### src/rtl/coin_vend_ctrl.sv
module coin_vend_ctrl #(
  parameter int SYNC_STAGES = 2
) (
  input  logic clk,
  input  logic rst,
  input  logic dime_in,
  input  logic nickel_in,
  output logic release_o,
  output logic fault_o
);

  typedef enum logic [2:0] {
    ST_IDLE   = 3'd0,
    ST_NICK5  = 3'd1,
    ST_HELD10 = 3'd2,
    ST_WAIT5  = 3'd3,
    ST_WAIT10 = 3'd4,
    ST_PAID   = 3'd5
  } vend_st_t;

  logic [SYNC_STAGES-1:0] dime_sh, nick_sh;
  logic dime_s, nick_s, both_s;
  vend_st_t state, state_nx;

  always_ff @(posedge clk) begin
    if (rst) begin
      dime_sh <= '0;
      nick_sh <= '0;
    end else begin
      dime_sh <= {dime_sh[SYNC_STAGES-2:0], dime_in};
      nick_sh <= {nick_sh[SYNC_STAGES-2:0], nickel_in};
    end
  end

  assign dime_s = dime_sh[SYNC_STAGES-1];
  assign nick_s = nick_sh[SYNC_STAGES-1];
  assign both_s = dime_s & nick_s;

  always_comb begin
    state_nx = state;
    if (!both_s) begin
      case (state)
        ST_IDLE:   if (nick_s) state_nx = ST_NICK5;
                   else if (dime_s) state_nx = ST_HELD10;
        ST_NICK5:  if (!nick_s && !dime_s) state_nx = ST_WAIT5;
        ST_HELD10: if (!nick_s && !dime_s) state_nx = ST_WAIT10;
        ST_WAIT5:  if (nick_s) state_nx = ST_HELD10;
                   else if (dime_s) state_nx = ST_PAID;
        ST_WAIT10: if (nick_s || dime_s) state_nx = ST_PAID;
        ST_PAID:   if (!nick_s && !dime_s) state_nx = ST_IDLE;
        default:   state_nx = ST_IDLE;
      endcase
    end
  end

  always_ff @(posedge clk) begin
    if (rst) begin
      state   <= ST_IDLE;
      fault_o <= 1'b0;
    end else begin
      state <= state_nx;
      if (both_s) fault_o <= 1'b1;
    end
  end

  assign release_o = (state == ST_PAID);

endmodule

### config.mk
export PLATFORM = sky130hd
export DESIGN_NAME = coin_vend_ctrl
export DESIGN_NICKNAME = d
export VERILOG_FILES = /design/src/rtl/coin_vend_ctrl.sv
export SDC_FILE = /design/constraint.sdc
export NUM_CORES = 1
export LEC_CHECK = 0
export BUFFER_PORTS_ARGS = -buffer_cell sky130_fd_sc_hd__buf_2
export CORE_AREA = 2 2 39 41
export DETAILED_ROUTE_END_ITERATION = 7
export DIE_AREA = 0 0 41 43
export PLACE_DENSITY = 0.46
export SLEW_MARGIN = 20
export SYNTH_ARGS = -nofsm -noshare
export SYNTH_HDL_FRONTEND = slang
export SYNTH_SLANG_ARGS = --single-unit
### constraint.sdc
create_clock -name clk -period 1.3 [get_ports clk]
set_clock_uncertainty 0.05 [all_clocks]
set_input_delay 0.325 -clock clk [delete_from_list [all_inputs] [get_ports clk]]
set_output_delay 0.325 -clock clk [all_outputs]
set_load 0.02 [all_outputs]
======== Yosys cells after proc, flatten, opt, wreduce, memory -nomap -nowiden ========
Index checks and enable logic that the tools add are counted.
Widths: inputs -> output; s select.
storage, ports and cells
  flip-flop bits (word level) ............. 8
  input port bits ......................... 4
  output and inout port bits .............. 2
  word-level logic and storage cells ...... 32
cells by class
  equal/unequal tests ..................... 11
  muxes and demuxes ....................... 9
  bitwise gates (word level) .............. 2
  reductions and logical operators ........ 6
operator list
  kind                count
  $mux 3              8
  $pmux 3 s6          1
  $reduce_and 7->1    1
  $eq 3x2->1 const B  2
  $eq 3x3->1 const B  2
  $ne 2x2->1 const B  3
  $ne 3x3->1 const B  2
  $eq 3x1->1 const B  1
  $logic_not 3->1     1
  $logic_not 1->1     2
  $ne 2x1->1 const B  1
  $and 1x1->1         1
  $logic_and 1x1->1   1
  $logic_or 1x1->1    1
  $not 1->1           1

======== Longest topological paths before layout ========
  depth after elaboration ................. 4
  mapped depth ............................ 4
  mapped depth without buffers ............ 3

======== Worst setup path after synthesis ========
Ideal clock, no wire load.
  path kind ............................... register to output
  from .................................... reg state[0]
  to ...................................... out release_o
  arrival time ............................ 0.720 ns
  required time ........................... 0.925 ns
  slack ................................... 0.205 ns
  cell stages (with the launch flop) ...... 3
  buffers on the path ..................... 0
  path through ............................ dfxtp_1 -> nand2_1 -> nor2_1
on the way
  word-level cells in the longest chain between the ends .. 1
RTL lines
  item                      RTL line  RTL
  start: declaration        23        vend_st_t state, state_nx;
  start signal: assignment  61        state <= state_nx;
  $eq 3x3->1                66        assign release_o = (state == ST_PAID);
  end: declaration          8         output logic release_o,
Every way passes these cells.

======== Worst setup path after layout ========
Same ends and word-level chain as after synthesis.

==> impl_metrics.prom <==
# TYPE chip_impl_metric gauge
chip_impl_metric{name="wl_per_cell",unit="um"} 8.22
chip_impl_metric{name="maxSlewViolCount",unit=""} 0
chip_impl_info{name="worst_path_slowest_cell",value="dfxtp_4"} 1
chip_impl_metric{name="core_region_area",unit="um2"} 1380
chip_impl_metric{name="drt_pass1_iterations",unit=""} 2
chip_impl_metric{name="mapped_area",unit="um2"} 334
chip_impl_info{name="outcome",value="finished, final reports clean"} 1
chip_impl_metric{name="numCtsBuffers",unit=""} 3
chip_impl_metric{name="timing_worst_slew_pin_value",unit="ps"} 309
chip_impl_metric{name="worstHoldPathCells",unit=""} 2
chip_impl_metric{name="grt_first_pass_wirelength",unit="um"} 890
chip_impl_info{name="tritoncts_clock_tree",value="yes"} 1
chip_impl_metric{name="drt-total-wl",unit="um"} 493
chip_impl_info{name="hold_path_class",value="in -> reg"} 1
chip_impl_info{name="synth_top_cells_by_area",value="dfxtp_1, nor2b_1, a31oi_1, nor2_1, nand2b_1"} 1
chip_impl_metric{name="drcViolationCount",unit=""} 0
chip_impl_info{name="hp-start",value="nickel_in"} 1
chip_impl_metric{name="worstPathRequired",unit="ps"} 930
chip_impl_info{name="critPathCaptureType",value="output port"} 1
chip_impl_metric{name="chipWidth",unit="um"} 41
chip_impl_metric{name="cp_num_buf_inv",unit=""} 1
chip_impl_metric{name="floorplan.die_area",unit="um2"} 1760
chip_impl_metric{name="diodes",unit=""} 0
chip_impl_info{name="path_delay_family",value="flip-flops"} 1
chip_impl_metric{name="fmax",unit="MHz"} 805
chip_impl_metric{name="r2r.worst_path.cells",unit=""} 3
chip_impl_metric{name="postSynthCellCount",unit=""} 36
chip_impl_metric{name="utilization",unit="%"} 29.3
chip_impl_metric{name="vdd.ir_drop.worst",unit="mV"} 0.706
chip_impl_info{name="worstSetupStartpointType",value="register"} 1
chip_impl_metric{name="share_of_final_layout_standard_cells_stronger_than_drive_strength_1",unit="%"} 31.8
chip_impl_metric{name="netlist-cell-type-count",unit=""} 16
chip_impl_metric{name="die-height",unit="um"} 43
chip_impl_metric{name="ys_ff_latch",unit=""} 8
chip_impl_info{name="post-synth-top-count-cell",value="dfxtp_1"} 1
chip_impl_metric{name="htree_num_levels",unit=""} 1
chip_impl_metric{name="postSynthNetCount",unit=""} 40
chip_impl_metric{name="synth_top_area_share",unit="%"} 47.9
chip_impl_metric{name="grt_max_degree",unit=""} 10
chip_impl_metric{name="setup_viol_count_final",unit=""} 0
chip_impl_info{name="hold_end",value="nick_sh[0]$_SDFF_PP0_"} 1
chip_impl_metric{name="timing.final.hold_violations",unit=""} 0
chip_impl_metric{name="place_ws",unit="ps"} 234
chip_impl_metric{name="clock_insertion_delay_worst_skew",unit="ps"} 240
chip_impl_metric{name="grt_pass1_vias",unit=""} 229
chip_impl_metric{name="clock_tree.buffer_depth",unit=""} 2
chip_impl_metric{name="worst_path_largest_cell_delay",unit="ps"} 360
chip_impl_metric{name="ff2ff_setup_slack",unit="ps"} 260
chip_impl_metric{name="max-cap-violations",unit=""} 0
chip_impl_metric{name="placed_cell_area",unit="um2"} 368
chip_impl_metric{name="io-pin-count",unit=""} 6
chip_impl_metric{name="cp_max_fo",unit=""} 6
chip_impl_metric{name="finish.net_count",unit=""} 50
chip_impl_metric{name="drt_first_iter_violations",unit=""} 3
chip_impl_metric{name="yosysWarningCount",unit=""} 0
chip_impl_metric{name="synth_sequential_area_ratio",unit="%"} 47.9
chip_impl_info{name="crit_path_cell_trace",value="nand2_1 -> nor2_1 -> buf_4"} 1
chip_impl_info{name="worst_r2r_endpoint",value="state[0]$_SDFFE_PP0P_"} 1
chip_impl_info{name="post_synth_top_cells",value="dfxtp_1, nor2_1, nor2b_1, a31oi_1, nand2_1"} 1
chip_impl_metric{name="syn_to_final_growth",unit="%"} 21.3
chip_impl_info{name="critical_path_class",value="reg -> out"} 1
chip_impl_metric{name="post_drt_via_cell_ratio",unit=""} 4.23
chip_impl_metric{name="power_density_relative_to_cell_area",unit="nW/um2"} 1200
chip_impl_metric{name="layout_setup_ws",unit="ps"} 58.1
chip_impl_metric{name="grt.total_usage",unit="%"} 8.06
chip_impl_info{name="grt_setup_unrepaired",value="true"} 1
chip_impl_metric{name="clk_transition_reported_paths",unit="ps"} 50
chip_impl_info{name="clockRootBuffer",value="clkbuf_4"} 1
chip_impl_metric{name="async_reset_ff_share",unit="%"} 0
chip_impl_metric{name="remaining_number_of_nets_flagged_by_the_antenna_check_after_routing",unit=""} 0
chip_impl_metric{name="tns",unit="ps"} 0
chip_impl_metric{name="period_needed",unit="ps"} 1240
chip_impl_metric{name="max-slew-margin-rel",unit="%"} 79.4
chip_impl_metric{name="total_design_power",unit="mW"} 0.485
chip_impl_metric{name="synth-edff-count",unit=""} 0
chip_impl_info{name="post-synth-top-area-cell",value="dfxtp_1"} 1
chip_impl_metric{name="static-leakage-power",unit="nW"} 0.163
chip_impl_metric{name="starting_utilization_of_the_core_area",unit="%"} 24.1
chip_impl_info{name="reg2reg_from",value="nick_sh[1]$_SDFF_PP0_"} 1
chip_impl_metric{name="post-route-cell-area",unit="um2"} 405
chip_impl_metric{name="syn_area_per_cell",unit="um2"} 9.28
chip_impl_metric{name="crit_arrival",unit="ps"} 870
chip_impl_metric{name="fp-row-count",unit=""} 14
chip_impl_metric{name="timing.final.crit_share",unit="%"} 95.5
chip_impl_metric{name="antenna_found_initial",unit=""} 0
chip_impl_metric{name="io_buffer_count",unit=""} 5
chip_impl_metric{name="vias",unit=""} 254
chip_impl_metric{name="grt_remaining_overflow",unit=""} 0
chip_impl_metric{name="weighted_congestion_at_the_end_of_routability_driven_global_placement",unit=""} 0.660
chip_impl_info{name="ys_dominant_reg_cell",value="dfxtp_1"} 1
chip_impl_metric{name="cts.sinks",unit=""} 8
==> layout by cell type, fill, tap and decap left out <==
cell      instances
nand3_1           1
buf_4             3
buf_2             4
nor3b_1           1
nor4_2            1
dfxtp_4           1
a21oi_1           2
nor2b_1           4
a32oi_1           1
clkbuf_4          3
nor3b_2           1
inv_1             1
dfxtp_1           6
nor2_1            5
a31oi_1           3
nand2b_1          2
xor2_1            1
nand2_1           3
dfxtp_2           1
==> power by group <==
group / leakage [nW] / switching (mW) / internal (mW) / total [mW]
combinational: 0.0823 / 0.0182 / 0.0223 / 0.0406
clock: 0.0138 / 0.0704 / 0.105 / 0.175
sequential: 0.0668 / 0.0126 / 0.257 / 0.270
==> flip-flops by register name (all words and copies together) (netlist names) <==
name,flops
nick_sh,2
dime_sh,2
state,3
fault_o,1
==> worst max-delay path by stage <==
stage | from | to | slack [ps] | cells past startpoint
floorplan | state[0]$_SDFFE_PP0P_ | release_o | 210 | 2
CTS | state[1]$_SDFFE_PP0P_ | release_o | 9 | 2
global placement | state[0]$_SDFFE_PP0P_ | release_o | 240 | 3
finish | state[0]$_SDFFE_PP0P_ | release_o | 60 | 3
global route | state[0]$_SDFFE_PP0P_ | release_o | -7 | 3
detailed placement | state[0]$_SDFFE_PP0P_ | release_o | 230 | 3
==> cells by family after synthesis <==
group           after synthesis  share of synthesized area [%]
flops                         8                           47.9
simple gates                 18                           31.5
xor+xnor                      1                           2.62
compound gates                6                           11.2
buf+inv                       3                           6.74
==> metal layers <==
metal | vias up | part of all wire, % | global-route usage (%) | wire length [um]
met1 | 108 | 55 | 9.12 | 272
met2 | 5 | 38 | 9.69 | 188
met4 | 0 | 1.6 | 6.00 | 8
met5 | - | 0 | 0 | 0
met3 | 2 | 4.5 | 6.28 | 22
li1 | 139 | - | - | -
==> worst reg2reg max path, stage by stage (launching register included) <==
cell     delay [ps]
dfxtp_1         470
nor3b_2         210
a31oi_1          60
a31oi_1         170
==> timing repair <==
| action | 4_1_cts | 5_1_grt |
|---|---|---|
| hold buffers | 0 | 0 |
| gates resized for setup | 1 | 3 |
| buffers inserted | 0 | 1 |
| endpoints found under the setup margin | 1 | 1 |
==> per-stage QoR <==
| step | hold slack, ps | std cells |
|---|---|---|
| global placement | 367 | 56 |
| CTS | 233 | 59 |
| global route | 255 | 60 |
| detailed placement | 370 | 56 |
| floorplan | 344 | 36 |
| finish | 239 | 60 |
==> layout make-up <==
type,instances,area [um2]
Timing Repair Buffer,7,42.5
Sequential cell,8,165
Inverter,1,3.75
Tap cell,16,20.0
Fill cell,146,978
Clock buffer,3,22.5
Multi-Input combinational cell,25,151
Power figures use the tool's default switching activity.
